`src/rtl/can_irq_pkg.sv`:
```
package can_irq_pkg;
  localparam int unsigned REG_AW  = 3;
  localparam int unsigned N_CLASS = 3;
  localparam int unsigned N_ERR   = 3;
  localparam int unsigned CLS_TX  = 0;
  localparam int unsigned CLS_RX  = 1;
  localparam int unsigned CLS_ERR = 2;

  typedef enum logic [REG_AW-1:0] {
    ADDR_TX_ST = 3'd0,
    ADDR_RX_ST = 3'd1,
    ADDR_TX_MK = 3'd2,
    ADDR_RX_MK = 3'd3,
    ADDR_ER_ST = 3'd4,
    ADDR_ER_MK = 3'd5,
    ADDR_CTRL  = 3'd6,
    ADDR_WAKE  = 3'd7
  } reg_addr_e;
endpackage

```
`src/rtl/can_irq_sticky.sv`:
```
module can_irq_sticky #(
  parameter int unsigned W = 1
) (
  input  logic         clk_i,
  input  logic         rst_ni,
  input  logic [W-1:0] set_i,
  input  logic         clr_en_i,
  input  logic [W-1:0] clr_i,
  output logic [W-1:0] st_o
);
  logic [W-1:0] st_q;
  logic [W-1:0] clr_eff;

  assign clr_eff = clr_en_i ? clr_i : '0;

  // set has priority over a simultaneous clear
  always_ff @(posedge clk_i or negedge rst_ni) begin
    if (!rst_ni) st_q <= '0;
    else         st_q <= (st_q & ~clr_eff) | set_i;
  end

  assign st_o = st_q;

  assert_set_wins_R4: assert property (@(posedge clk_i) disable iff (!rst_ni)
    (st_q & $past(set_i)) == $past(set_i));

  assert_sticky_R2: assert property (@(posedge clk_i) disable iff (!rst_ni)
    (st_q & $past(st_q & ~clr_eff)) == $past(st_q & ~clr_eff));
endmodule

```
`src/rtl/can_irq_wake_edge.sv`:
```
module can_irq_wake_edge #(
  parameter int unsigned SYNC_STAGES = 2
) (
  input  logic clk_i,
  input  logic rst_ni,
  input  logic pin_i,
  output logic fall_o
);
  localparam int unsigned MSB = SYNC_STAGES - 1;

  logic [MSB:0] sync_q;
  logic         last_q;

  always_ff @(posedge clk_i or negedge rst_ni) begin
    if (!rst_ni) begin
      sync_q <= '0;
      last_q <= 1'b0;
    end else begin
      sync_q <= {sync_q[MSB-1:0], pin_i};
      last_q <= sync_q[MSB];
    end
  end

  assign fall_o = last_q & ~sync_q[MSB];

  assert_fall_single_R10: assert property (@(posedge clk_i) disable iff (!rst_ni)
    fall_o |=> !fall_o);
endmodule

```
`src/rtl/can_irq_req_pulse.sv`:
```
module can_irq_req_pulse (
  input  logic clk_i,
  input  logic rst_ni,
  input  logic level_i,
  output logic pulse_o
);
  logic level_q;

  always_ff @(posedge clk_i or negedge rst_ni) begin
    if (!rst_ni) level_q <= 1'b0;
    else         level_q <= level_i;
  end

  assign pulse_o = level_i & ~level_q;

  assert_one_cycle_R6: assert property (@(posedge clk_i) disable iff (!rst_ni)
    pulse_o |=> !pulse_o);
endmodule

```
`src/rtl/can_irq_agg.sv`:
```
module can_irq_agg
  import can_irq_pkg::*;
#(
  parameter int unsigned N_SLOTS     = 16,
  parameter int unsigned DW          = 32,
  parameter int unsigned SYNC_STAGES = 2
) (
  input  logic               clk_i,
  input  logic               rst_ni,
  input  logic [N_SLOTS-1:0] tx_done_i,
  input  logic [N_SLOTS-1:0] rx_done_i,
  input  logic               err_bus_i,
  input  logic               err_passive_i,
  input  logic               err_busoff_i,
  input  logic               wake_pin_i,
  input  logic               reg_we_i,
  input  logic [REG_AW-1:0]  reg_addr_i,
  input  logic [DW-1:0]      reg_wdata_i,
  output logic [DW-1:0]      reg_rdata_o,
  output logic [N_CLASS-1:0] irq_o,
  output logic               wake_req_o
);
  logic [N_SLOTS-1:0] tx_st, rx_st, tx_mk_q, rx_mk_q;
  logic [N_ERR-1:0]   er_st, er_mk_q, er_set;
  logic               mode_q, wake_fall;
  logic [N_CLASS-1:0] cls_act, level;
  logic               wr_tx_st, wr_rx_st, wr_er_st, wr_wake;
  logic               unused_wdata;

  assign unused_wdata = ^reg_wdata_i[DW-1:N_SLOTS];

  assign wr_tx_st = reg_we_i && (reg_addr_i == ADDR_TX_ST);
  assign wr_rx_st = reg_we_i && (reg_addr_i == ADDR_RX_ST);
  assign wr_er_st = reg_we_i && (reg_addr_i == ADDR_ER_ST);
  assign wr_wake  = reg_we_i && (reg_addr_i == ADDR_WAKE);
  assign er_set   = {err_busoff_i, err_passive_i, err_bus_i};

  can_irq_sticky #(.W(N_SLOTS)) i_tx_st (
    .clk_i, .rst_ni, .set_i(tx_done_i), .clr_en_i(wr_tx_st),
    .clr_i(reg_wdata_i[N_SLOTS-1:0]), .st_o(tx_st));
  can_irq_sticky #(.W(N_SLOTS)) i_rx_st (
    .clk_i, .rst_ni, .set_i(rx_done_i), .clr_en_i(wr_rx_st),
    .clr_i(reg_wdata_i[N_SLOTS-1:0]), .st_o(rx_st));
  can_irq_sticky #(.W(N_ERR)) i_er_st (
    .clk_i, .rst_ni, .set_i(er_set), .clr_en_i(wr_er_st),
    .clr_i(reg_wdata_i[N_ERR-1:0]), .st_o(er_st));

  can_irq_wake_edge #(.SYNC_STAGES(SYNC_STAGES)) i_wake_edge (
    .clk_i, .rst_ni, .pin_i(wake_pin_i), .fall_o(wake_fall));
  can_irq_sticky #(.W(1)) i_wake_st (
    .clk_i, .rst_ni, .set_i(wake_fall), .clr_en_i(wr_wake),
    .clr_i(reg_wdata_i[0]), .st_o(wake_req_o));

  always_ff @(posedge clk_i or negedge rst_ni) begin
    if (!rst_ni) begin
      tx_mk_q <= '0;
      rx_mk_q <= '0;
      er_mk_q <= '0;
      mode_q  <= 1'b0;
    end else if (reg_we_i) begin
      case (reg_addr_e'(reg_addr_i))
        ADDR_TX_MK: tx_mk_q <= reg_wdata_i[N_SLOTS-1:0];
        ADDR_RX_MK: rx_mk_q <= reg_wdata_i[N_SLOTS-1:0];
        ADDR_ER_MK: er_mk_q <= reg_wdata_i[N_ERR-1:0];
        ADDR_CTRL:  mode_q  <= reg_wdata_i[0];
        default: ;
      endcase
    end
  end

  assign cls_act[CLS_TX]  = |(tx_st & tx_mk_q);
  assign cls_act[CLS_RX]  = |(rx_st & rx_mk_q);
  assign cls_act[CLS_ERR] = |(er_st & er_mk_q);
  assign level = mode_q ? cls_act : {N_CLASS{|cls_act}};

  for (genvar k = 0; k < N_CLASS; k++) begin : g_req
    can_irq_req_pulse i_pulse (
      .clk_i, .rst_ni, .level_i(level[k]), .pulse_o(irq_o[k]));
  end

  always_comb begin
    reg_rdata_o = '0;
    case (reg_addr_e'(reg_addr_i))
      ADDR_TX_ST: reg_rdata_o[N_SLOTS-1:0] = tx_st;
      ADDR_RX_ST: reg_rdata_o[N_SLOTS-1:0] = rx_st;
      ADDR_TX_MK: reg_rdata_o[N_SLOTS-1:0] = tx_mk_q;
      ADDR_RX_MK: reg_rdata_o[N_SLOTS-1:0] = rx_mk_q;
      ADDR_ER_ST: reg_rdata_o[N_ERR-1:0]   = er_st;
      ADDR_ER_MK: reg_rdata_o[N_ERR-1:0]   = er_mk_q;
      ADDR_CTRL:  reg_rdata_o[0]           = mode_q;
      ADDR_WAKE:  reg_rdata_o[0]           = wake_req_o;
      default: ;
    endcase
  end

  assert_merged_R7: assert property (@(posedge clk_i) disable iff (!rst_ni)
    (!mode_q && !$past(mode_q)) |-> (irq_o == {N_CLASS{irq_o[0]}}));

  assert_split_tx_R8: assert property (@(posedge clk_i) disable iff (!rst_ni)
    (mode_q && $past(mode_q) && irq_o[CLS_TX]) |-> |(tx_st & tx_mk_q));

  assert_masked_R5: assert property (@(posedge clk_i) disable iff (!rst_ni)
    (cls_act == '0) |-> (irq_o == '0));

  assert_wake_set_R10: assert property (@(posedge clk_i) disable iff (!rst_ni)
    $past(wake_fall) |-> wake_req_o);
endmodule

```
`config.mk`:
```
export PLATFORM = sky130hd
export DESIGN_NAME = can_irq_agg
export DESIGN_NICKNAME = d
export VERILOG_FILES = /design/src/rtl/can_irq_pkg.sv /design/src/rtl/can_irq_sticky.sv /design/src/rtl/can_irq_wake_edge.sv /design/src/rtl/can_irq_req_pulse.sv /design/src/rtl/can_irq_agg.sv
export SDC_FILE = /design/constraint.sdc
export NUM_CORES = 1
export LEC_CHECK = 0
export BUFFER_PORTS_ARGS = -buffer_cell sky130_fd_sc_hd__buf_2
export CORE_MARGIN = 4
export CORE_UTILIZATION = 56
export DETAILED_ROUTE_END_ITERATION = 10
export GPL_TIMING_DRIVEN = 0
export PLACE_DENSITY = 0.95
export SETUP_SLACK_MARGIN = 0.05
export SLEW_MARGIN = 0
export SYNTH_ARGS = -nofsm -noshare
export SYNTH_HDL_FRONTEND = slang
export SYNTH_HIERARCHICAL = 1
export SYNTH_SLANG_ARGS = --single-unit
```
`constraint.sdc`:
```
create_clock -name clk_i -period 3.1 [get_ports clk_i]
set_input_delay 0.62 -clock clk_i [delete_from_list [all_inputs] [get_ports clk_i]]
set_output_delay 0.62 -clock clk_i [all_outputs]
set_load 0.05 [all_outputs]
```
== After elaboration in Yosys (flattened, before gate mapping) ==
Cells that the tools add are included.

* Output and inout bits: 36
* Word-level logic and storage cells: 64
* Input bits: 74
* Register bits after elaboration: 78

* Equality and inequality tests: 7
* Bitwise gates (word level): 23
* Multiplexer cells: 8
* Reduce and logical (&&, ||, !) cells: 13

{| class="wikitable"
|+ Operator list
! kind !! count
|-
| 16-bit AND || 4
|-
| 13-bit case mux with 4 select lines || 1
|-
| 35-bit OR reduction || 1
|-
| 16-bit two-way mux || 2
|-
| 16-bit inverter || 2
|-
| 16-bit bitwise OR || 2
|-
| 16-bit OR reduction || 2
|-
| 3-bit equality test, second input constant || 4
|-
| 2-bit case mux with 6 select lines || 1
|-
| 1-bit case mux with 8 select lines || 1
|-
| 2-bit AND reduction || 4
|-
| 3-bit AND || 2
|-
| 3-bit by 2-bit equality test with 1-bit output, second input constant || 2
|-
| 3-bit two-way mux || 2
|-
| 1-bit AND || 5
|-
| 1-bit inverter || 5
|-
| 1-bit logical AND || 4
|-
| 3-bit by 1-bit equality test with 1-bit output, second input constant || 1
|-
| 3-bit logical NOT || 1
|-
| 3-bit inverter || 1
|-
| 3-bit bitwise OR || 1
|-
| 3-bit OR reduction || 1
|-
| 1-bit two-way mux || 1
|-
| 1-bit bitwise OR || 1
|}

== Logic depth before layout (Yosys ltp) ==
Gate-level depths: netlist of run 1.

* Word-level depth: 6
* Gate-level depth with buffers: 8
* Mapped depth without buffers: 6

== Modules after synthesis ==
The synthesis of run 1 kept the hierarchy.

{| class="wikitable"
|+ By module, submodules not included
! module !! seq. area each (um^2) !! times used !! area each (um^2) !! cells each
|-
| can_irq_agg || 900.9 || 1 || 2379.8 || 183
|-
| can_irq_sticky (i_rx_st ...) || 400.4 || 2 || 611.8 || 50
|-
| can_irq_req_pulse || 25.0 || 3 || 38.8 || 2
|-
| can_irq_sticky (i_er_st) || 75.1 || 1 || 108.9 || 9
|-
| can_irq_wake_edge || 75.1 || 1 || 88.8 || 4
|-
| can_irq_sticky (i_wake_st) || 25.0 || 1 || 36.3 || 3
|}

== Worst setup path after synthesis of run 1 ==
Ideal clock, no wire load.

* Kind: input to output
* From: input port reg_addr_i[0]
* To: output port reg_rdata_o[1]
* Arrival: 2.302 ns
* Stages on the path: 6
* Buffers on the path: 3
* Setup slack: 0.178 ns
* Data required time: 2.480 ns
* Path through: buf_6 > buf_8 > buf_2 > nor2_1 > a31oi_1 > o21ai_0

* Cells in the longest elaborated chain, start to end: 2
* Elaborated cells between the ends (all ways): 7
* Classes of those cells: eq/ne: 5; mux: 1; reduce/logical: 1

{| class="wikitable"
|+ Ends and longest elaborated chain
! element !! RTL line !! text
|-
| start, declared || can_irq_agg.sv:17 || <nowiki>input logic [REG_AW-1:0] reg_addr_i,</nowiki>
|-
| 3-bit equality test (tied with other cells) || can_irq_agg.sv:83 || <nowiki>case (reg_addr_e'(reg_addr_i))</nowiki>
|-
| 2-bit case mux with 6 select lines (*) || can_irq_agg.sv:83 ||
|-
| end, declared || can_irq_agg.sv:19 || <nowiki>output logic [DW-1:0] reg_rdata_o,</nowiki>
|}

Mark *: on every way between the ends. The rest lies on a longest branch, timed or not.

== Worst setup path after layout of run 1 ==
* From: register i_rx_st.st_q[15], in the netlist i_rx_st/st_o[15]
* To: output port irq_o[2]

* Cells in the longest elaborated chain, start to end: 4

{| class="wikitable"
|+ Ends and longest elaborated chain
! element !! RTL line !! text
|-
| start, declared || can_irq_sticky.sv:11 || <nowiki>logic [W-1:0] st_q;</nowiki>
|-
| start signal, assigned || can_irq_sticky.sv:19 || <nowiki>else st_q <= (st_q & ~clr_eff) | set_i;</nowiki>
|-
| 16-bit AND || can_irq_agg.sv:72 || <nowiki>assign cls_act[CLS_RX] = |(rx_st & rx_mk_q);</nowiki>
|-
| 35-bit OR reduction || can_irq_agg.sv:74 || <nowiki>assign level = mode_q ? cls_act : {N_CLASS{|cls_act}};</nowiki>
|-
| 3-bit two-way mux || can_irq_agg.sv:74 ||
|-
| named net level[2] || can_irq_agg.sv:26 || <nowiki>logic [N_CLASS-1:0] cls_act, level;</nowiki>
|-
| 1-bit AND || can_irq_req_pulse.sv:14 || <nowiki>assign pulse_o = level_i & ~level_q;</nowiki>
|-
| end, declared || can_irq_agg.sv:20 || <nowiki>output logic [N_CLASS-1:0] irq_o,</nowiki>
|}

The timed path passes the listed nets, and every way through them passes these cells.

==> results of run 1 <==
worst paths after layout:
| check | slack, ns | start | depth (start not counted) | to |
|---|---|---|---|---|
| hold reg to reg | 0.35 | i_wake_edge/sync_q[0] | 0 | i_wake_edge/sync_q[1] |
| min in group clk_i | 0.35 | i_wake_edge/sync_q[0] | 0 | i_wake_edge/sync_q[1] |
| hold / removal | 0.21 | rst_ni | 1 | i_tx_st/st_o[7] |
| setup / recovery | 0.31 | i_rx_st/st_o[15] | 7 | irq_o[2] |
| setup reg to reg | 1.48 | i_rx_st/st_o[15] | 5 | g_req[2].i_pulse/level_q |
| max in group asynchronous | 2.32 | rst_ni | 2 | rx_mk_q[3] |
where the power goes:
| group | switching, mW | internal, mW | total [mW] | leakage [nW] |
|---|---|---|---|---|
| logic | 0.319 | 0.288 | 0.607 | 1.15 |
| registers | 0.106 | 1.14 | 1.24 | 0.816 |
| clock network | 0.365 | 0.413 | 0.778 | 0.106 |
flip-flops by register name, indices dropped and copies added (netlist names):
signal                 count
mode_q                     1
i_er_st/st_o               3
i_wake_edge/sync_q         2
i_wake_st/st_o             1
er_mk_q                    3
i_rx_st/st_o              16
g_req.i_pulse/level_q      3
tx_mk_q                   16
rx_mk_q                   16
i_wake_edge/last_q         1
i_tx_st/st_o              16
layout make-up:
class | count | area, um^2 | share of cell area
Inverter | 1 | 3.75 | 0.000791
Clock buffer | 12 | 155 | 0.0327
Multi-Input combinational cell | 210 | 1790 | 0.376
Timing Repair Buffer | 77 | 410 | 0.0865
Tap cell | 96 | 120 | 0.0253
Buffer | 31 | 274 | 0.0577
Clock inverter | 4 | 45.0 | 0.00949
Sequential cell | 78 | 1950 | 0.411
stage by stage:
stage	utilization	cell area [um^2]	total power [mW]
after floorplan	-	4010	1.67
after global placement	0.660	4510	1.82
after detailed placement	0.665	4540	1.86
after CTS	0.694	4740	2.63
after global routing	0.695	4750	2.73
final	0.695	4750	2.63
layer usage:
layer  vias up  global-route usage  wire [um]
li1       1278                   -          -
met1      1467               0.310       3740
met2       132               0.400       4900
met3        22              0.0664        785
met4         0               0.105        267
met5         -                   0          0
cells in the final DEF (no fill, tap or decap), types with 2 or more instances in the layout:
cell      instances
buf_2            79
nor3_1            3
nand2_1          43
and4_1            2
clkinv_2          3
clkbuf_8         11
nor2_1            3
mux4_2           15
and2_1            2
o21ai_0           2
dfrtp_1          78
mux2_4           10
a31oi_1           2
a21o_1           39
buf_8             2
clkbuf_1          2
nor2b_4           4
buf_4            17
nor3b_1           2
nor2b_1          11
a22o_1            8
buf_12            2
nand3_1           2
mux2i_1           2
mux2_2           28
conb_1           16
buf_6             5
a221oi_1          7
logic make-up (layout without fill, tap and decap cells):
| kind of cell | after synthesis | after routing |
|---|---|---|
| AOI/OAI and AO/OA | 63 | 63 |
| buffers and inverters | 32 | 125 |
| DFF | 78 | 78 |
| muxes | 55 | 55 |
| other | 1 | 16 |
| and+or+nand+nor | 76 | 76 |
==> summary.txt, run 1 <==
Die Y-Extent -> 92.0 um
Setup WS post-layout -> 0.306 ns
Simple-Gate Fraction of Synth Area -> 0.104
Hold Violations, Final -> 0
Post-synth top cells -> dfrtp_1, nand2_1, a21o_1
Critical path buffers and inverters -> 1
Adder-Cell Fraction of Synth Area -> 0
layout cells sized above 1 -> 0.438
area leader, netlist -> dfrtp_1
Post-Synth XOR/XNOR Area -> 0
area grow syn2layout -> 20.1%
CTS resizes -> 0
CTS tree -> built
Final Skew -> 0.00504 ns
Seq cells post-synth -> 78
row count -> 30
share of the synthesized area in the top cell type -> 0.494
Die Area -> 0.00847 mm^2
via count -> 2899
Starting Density -> 0.579
CTS Sinks -> 78
slew margin rel. -> 0.608
vias in the first global route -> 3114
fill count -> 490
Static Leak -> 2.08 nW
clock buffer depth -> 2
Synth async-reset ratio -> 1.00
worst-path cell chain -> a22o_1 -> a221oi_1 -> and4_1 -> a21o_1 -> nand2_1 -> nor2b_4 -> buf_2
period utilization -> 0.901
CTS HTree Levels -> 3
CP max stage cell -> dfrtp_1
via/cell ratio -> 5.70
Crit path required time -> 2.48 ns
main combinational cell family by area after synthesis -> multiplexers
Clk pin slew, worst setup/hold paths -> 0.08 ns
maximum fanout along the worst path -> 3
Worst Setup End Kind -> output pin
CP peak stage delay -> 0.41 ns
Synth area leaders -> dfrtp_1, mux4_2, mux2_2
fin crit period -> 2.79 ns
DR WL/cell -> 19.0 um
Mapped Cells -> 305
Cells after DPL -> 493
antenna violations before repair -> 0
DRT Wirelength -> 9690 um
post-CTS setup buffer count -> 0
ANT cells -> 0
largest net degree at the start of global routing -> 48
Core Area -> 0.00683 mm^2
post-synthesis compound-gate area fraction -> 0.122
worst skew pair latency -> 0.35 ns
CP Data Arrival Time -> 2.17 ns
ys flop type -> dfrtp_1
EDFF count, synth -> 0
GPL Wtd Cong -> 0.880
register area share after synthesis -> 0.494
Startpoint Class -> flip-flop
post-synthesis mux area share -> 0.208
final std cells w/o fill -> 509
Tightest Pin Transition -> 0.588 ns
pre-CTS WS -> 0.448 ns
RSZ-0062 raised after global routing -> false
io pins -> 110
fmax -> 0.358 GHz
Final setup viols -> 0
Max-cap violations -> 0
DRC -> 0
Die W -> 92.0 um
PwrDens -> 553 mW/mm^2
Pre-antenna DRT Iters -> 4
Port Buffers -> 76
peak supply drop -> 321 uV
DP HPWL -> 7170 um
status -> completed
initial DRC count -> 251
synthesized area per cell -> 13.0 um^2
Hold Crit Class -> input pin to async pin
Ys Warns -> 6
most numerous cell in the Yosys netlist -> dfrtp_1
Setup TNS Final -> 0 ns
Antenna Nets Post-Route -> 0
Netlist Area Pre-Place -> 0.00395 mm^2
CTS buffer count -> 9
Setup CP Type -> flip-flop to output pin
Net count, final -> 482
GRT Total Usage -> 0.246
Slew Limit Fails -> 0
final hold slack -> 0.205 ns
hold bufs inserted after CTS -> 0
crit-path leading delay family -> compound AO/OA/AOI/OAI gates
Cell variety after synth -> 36
Root Buffer -> clkbuf_8
first-pass GRT wire length -> 16000 um
GRT overflow -> 0
Note: power is estimated with default switching activity, not from simulation.
==> inputs of run 2 (changes only) <==
--- a/config.mk
+++ b/config.mk
@@ -5,12 +5,13 @@
 export SDC_FILE = /design/constraint.sdc
 export NUM_CORES = 1
 export LEC_CHECK = 0
-export BUFFER_PORTS_ARGS = -buffer_cell sky130_fd_sc_hd__buf_2
+export ABC_CLOCK_PERIOD_IN_PS = 3100
 export CORE_MARGIN = 4
-export CORE_UTILIZATION = 56
+export CORE_UTILIZATION = 59
 export DETAILED_ROUTE_END_ITERATION = 10
+export DONT_BUFFER_PORTS = 1
 export GPL_TIMING_DRIVEN = 0
-export PLACE_DENSITY = 0.95
+export PLACE_DENSITY = 0.87
 export SETUP_SLACK_MARGIN = 0.05
 export SLEW_MARGIN = 0
 export SYNTH_ARGS = -nofsm -noshare
==> summary.txt, run 2 (same netlist as run 1, synthesis figures left out) <==
Critical Path Source -> reg_addr_i[1]
slew margin rel. -> 0.290
Net count, final -> 406
CTS Sinks -> 78
GPL Wtd Cong -> 0.837
layout cells sized above 1 -> 0.300
total power -> 2.44 mW
Clk pin slew, worst setup/hold paths -> 0.08 ns
via/cell ratio -> 6.32
first-pass GRT wire length -> 15200 um
clock buffer depth -> 2
Die Area -> 0.00807 mm^2
peak supply drop -> 351 uV
DR WL/cell -> 22.8 um
R2R Setup Slk -> 1.38 ns
Die Y-Extent -> 89.9 um
Hold Violations, Final -> 0
row count -> 29
Slew Limit Fails -> 0
Core Area -> 0.00642 mm^2
Static Leak -> 1.74 nW
io pins -> 110
DP HPWL -> 6830 um
CTS buffer count -> 9
critical path capture point -> reg_rdata_o[1]
Setup CP Type -> input pin to output pin
worst r2r src -> i_tx_st/st_o[3]
Antenna Nets Post-Route -> 0
post-CTS setup buffer count -> 0
PwrDens -> 566 mW/mm^2
vias in the first global route -> 2758
DRC -> 0
GRT overflow -> 0
commonest non-fill, non-tap cell in the layout -> dfrtp_1
Pre-antenna DRT Iters -> 7
Die W -> 89.9 um
fmax -> 0.350 GHz
Port Buffers -> 0
antenna violations before repair -> 0
RSZ-0062 raised after global routing -> false
Starting Density -> 0.616
area grow syn2layout -> 8.80%
period utilization -> 0.920
CTS HTree Levels -> 3
ANT cells -> 0
DRT Wirelength -> 9430 um
Tightest Pin Transition -> 1.06 ns
Final Skew -> 0.00551 ns
Final setup viols -> 0
Worst Setup End Kind -> output pin
R2R Path End -> g_req[2].i_pulse/level_q
most frequent cells in the layout -> dfrtp_1, nand2_1, a21o_1
initial DRC count -> 246
worst skew pair latency -> 0.35 ns
status -> completed
worst reg2reg path depth -> 5
Hold Crit Class -> input pin to async pin
GRT Total Usage -> 0.244
via count -> 2618
largest net degree at the start of global routing -> 79
maximum fanout along the worst path -> 10
Startpoint Class -> input pin
Max-cap violations -> 0
Root Buffer -> clkbuf_8
Setup TNS Final -> 0 ns
CP Data Arrival Time -> 2.23 ns
fin crit period -> 2.85 ns
CTS tree -> built
Crit path required time -> 2.48 ns
run 2: metal layers:
| metal | track usage | routed length [um] | share of wire |
|---|---|---|---|
| met1 | 0.307 | 3680 | 0.39 |
| met2 | 0.382 | 4690 | 0.50 |
| met3 | 0.0860 | 865 | 0.092 |
| met4 | 0.108 | 189 | 0.020 |
| met5 | 0 | 0 | 0 |
run 2: timing repair:
item	in CTS	in global routing
hold endpoints to repair	78	0
endpoints found under the setup margin	0	1
hold buffers	1	0
resized for setup	0	1
run 2: how the worst min path moves through the flow:
stage / endpoint / slack [ns] / cells after the start
CTS: i_rx_st/st_o[5] / 0.16 / 1
global route: i_rx_st/st_o[14] / 0.18 / 1
global placement: i_tx_st/st_o[10] / 0.33 / 0
detailed placement: i_rx_st/st_o[9] / 0.33 / 0
finish: i_rx_st/st_o[14] / 0.14 / 1
floorplan: er_mk_q[0] / 0.32 / 0
run 2: worst max-delay path, cell delays in order:
cell	delay (ns)
buf_2	0.19
buf_1	0.50
nand3_1	0.13
o21ai_0	0.12
a21oi_1	0.09
o21ai_1	0.57
run 2: layout make-up:
| class | instances | area [um^2] |
|---|---|---|
| Tap cell | 77 | 96.3 |
| Fill cell | 454 | 2120 |
| Sequential cell | 78 | 1950 |
| Clock inverter | 1 | 5.00 |
| Inverter | 1 | 3.75 |
| Multi-Input combinational cell | 210 | 1790 |
| Clock buffer | 15 | 156 |
| Buffer | 31 | 274 |
| Timing Repair Buffer | 1 | 27.5 |
run 2: report_power, final:
group          total, mW  leakage (nW)  switching [mW]  internal, mW
Combinational      0.532         0.845           0.286         0.246
Clock              0.659        0.0817           0.346         0.314
Sequential          1.25         0.816           0.110          1.14
Total               2.44          1.74           0.742          1.69
run 2: stage by stage:
step / setup slack [ns] / std cells / util / hold WS [ns] / instance area, um^2
after floorplan: 0.178 / 320 / - / 0.324 / 4010
after global placement: -0.0271 / 397 / 0.639 / 0.327 / 4110
after detailed placement: 0.124 / 397 / 0.639 / 0.326 / 4110
after CTS: 0.123 / 414 / 0.669 / 0.163 / 4300
after global routing: 0.212 / 414 / 0.670 / 0.183 / 4300
final: 0.247 / 414 / 0.670 / 0.143 / 4300
==> inputs of run 3 (changes only) <==
--- a/config.mk
+++ b/config.mk
@@ -6,7 +6,6 @@
 export NUM_CORES = 1
 export LEC_CHECK = 0
 export ABC_CLOCK_PERIOD_IN_PS = 3100
-export CORE_MARGIN = 4
 export CORE_UTILIZATION = 59
 export DETAILED_ROUTE_END_ITERATION = 10
 export DONT_BUFFER_PORTS = 1
==> summary.txt, run 3 (same netlist as run 1, synthesis figures left out) <==
status -> complete, but fails checks
failing checks -> design-rule violations
Crit path required time -> 2.48 ns
Static Leak -> 1.76 nW
commonest non-fill, non-tap cell in the layout -> dfrtp_1
crit-path leading delay family -> compound AO/OA/AOI/OAI gates
via count -> 2588
fin area -> 0.00433 mm^2
GRT Total Usage -> 0.277
GRT overflow -> 0
ANT cells -> 0
worst r2r src -> i_tx_st/st_o[3]
switch share -> 0.300
largest net degree at the start of global routing -> 79
Port Buffers -> 0
CP max stage cell -> o22ai_1
total power -> 2.54 mW
total net switching power -> 0.761 mW
Slew Limit Fails -> 0
first-pass GRT wire length -> 14400 um
fin crit period -> 3.00 ns
Die Y-Extent -> 83.9 um
DRT Wirelength -> 8810 um
Setup TNS Final -> 0 ns
Starting Density -> 0.616
clock buffer depth -> 2
DP HPWL -> 6300 um
Antenna Nets Post-Route -> 0
routing usage on met3 -> 0.101
io pins -> 110
via/cell ratio -> 6.25
maximum fanout along the worst path -> 10
Tightest Pin Transition -> 1.16 ns
area grow syn2layout -> 9.59%
Setup CP Type -> input pin to output pin
antenna violations before repair -> 0
Startpoint Class -> input pin
met2 usage -> 0.436
Die Area -> 0.00703 mm^2
combinational share of power -> 0.207
gr busiest metal -> met2
GPL Wtd Cong -> 0.849
R2R Setup Slk -> 1.46 ns
Max-cap violations -> 0
Final Skew -> 0.00812 ns
final std cells w/o fill -> 414
fmax -> 0.334 GHz
layout cells sized above 1 -> 0.309
Int Pwr -> 1.78 mW
Setup WS post-layout -> 0.102 ns
final hold slack -> 0.119 ns
Root Buffer -> clkbuf_8
DRC -> 14
Worst path depth -> 4
CP peak stage delay -> 0.92 ns
period utilization -> 0.967
Hold Violations, Final -> 0
Clk pwr share -> 0.304
CP Data Arrival Time -> 2.38 ns
worst skew pair latency -> 0.36 ns
sequential share of power -> 0.489
row count -> 29
initial DRC count -> 182
Worst Setup End Kind -> output pin
DR WL/cell -> 21.3 um
peak supply drop -> 422 uV
dpl cell area -> 0.00411 mm^2
CTS HTree Levels -> 3
Core Area -> 0.00642 mm^2
post-CTS setup buffer count -> 0
fill count -> 462
Final setup viols -> 0
worst reg2reg path depth -> 5
Clk pin slew, worst setup/hold paths -> 0.08 ns
most frequent cells in the layout -> dfrtp_1, nand2_1, a21o_1
Hold Crit Class -> input pin to async pin
PwrDens -> 585 mW/mm^2
Net count, final -> 406
pre-CTS WS -> 0.148 ns
fin util -> 0.675
vias in the first global route -> 2783
Critical path buffers and inverters -> 2
Global Route met1 Usage -> 0.349
CTS tree -> built
Pre-antenna DRT Iters -> 8
Die W -> 83.9 um
R2R Path End -> g_req[2].i_pulse/level_q
RSZ-0062 raised after global routing -> false
CTS buffer count -> 9
CTS Sinks -> 78
worst-path cell chain -> buf_2 -> buf_1 -> a22oi_1 -> o22ai_1
Cells after DPL -> 397
slew margin rel. -> 0.238
run 3: how the worst max path moves through the flow:
stage,slack (ns),start,endpoint
after global routing,0.09,reg_addr_i[1],reg_rdata_o[2]
after CTS,0.15,reg_addr_i[1],reg_rdata_o[2]
after floorplan,0.18,reg_addr_i[0],reg_rdata_o[1]
final,0.10,reg_addr_i[1],reg_rdata_o[2]
after global placement,-0.02,reg_addr_i[0],reg_rdata_o[1]
after detailed placement,0.15,reg_addr_i[1],reg_rdata_o[2]
run 3: power groups by stage:
stage / sequential, mW / combinational [mW] / clock [mW]
6_report: 1.24 / 0.526 / 0.770
5_1_grt: 1.26 / 0.558 / 0.825
4_1_cts: 1.24 / 0.526 / 0.787
3_5_place_dp: 1.26 / 0.500 / 0
3_3_place_gp: 1.25 / 0.489 / 0
2_1_floorplan: 1.22 / 0.450 / 0
run 3: cell type report:
| type | count | area (um^2) | share of cell area |
|---|---|---|---|
| Sequential cell | 78 | 1950 | 0.450 |
| Inverter | 1 | 3.75 | 0.000866 |
| Timing Repair Buffer | 1 | 27.5 | 0.00635 |
| Buffer | 31 | 274 | 0.0632 |
| Clock inverter | 5 | 57.6 | 0.0133 |
| Tap cell | 77 | 96.3 | 0.0222 |
| Multi-Input combinational cell | 210 | 1780 | 0.411 |
| Clock buffer | 11 | 141 | 0.0326 |
run 3: repair_timing:
item,in CTS,in global routing
resized for setup,0,0
endpoints found under the hold margin,78,0
hold buffers,1,0
run 3: per-layer routing:
layer	up-vias	part of all wire
met2	128	0.49
met4	0	0.021
li1	1137	-
met3	17	0.088
met1	1306	0.40
met5	-	0
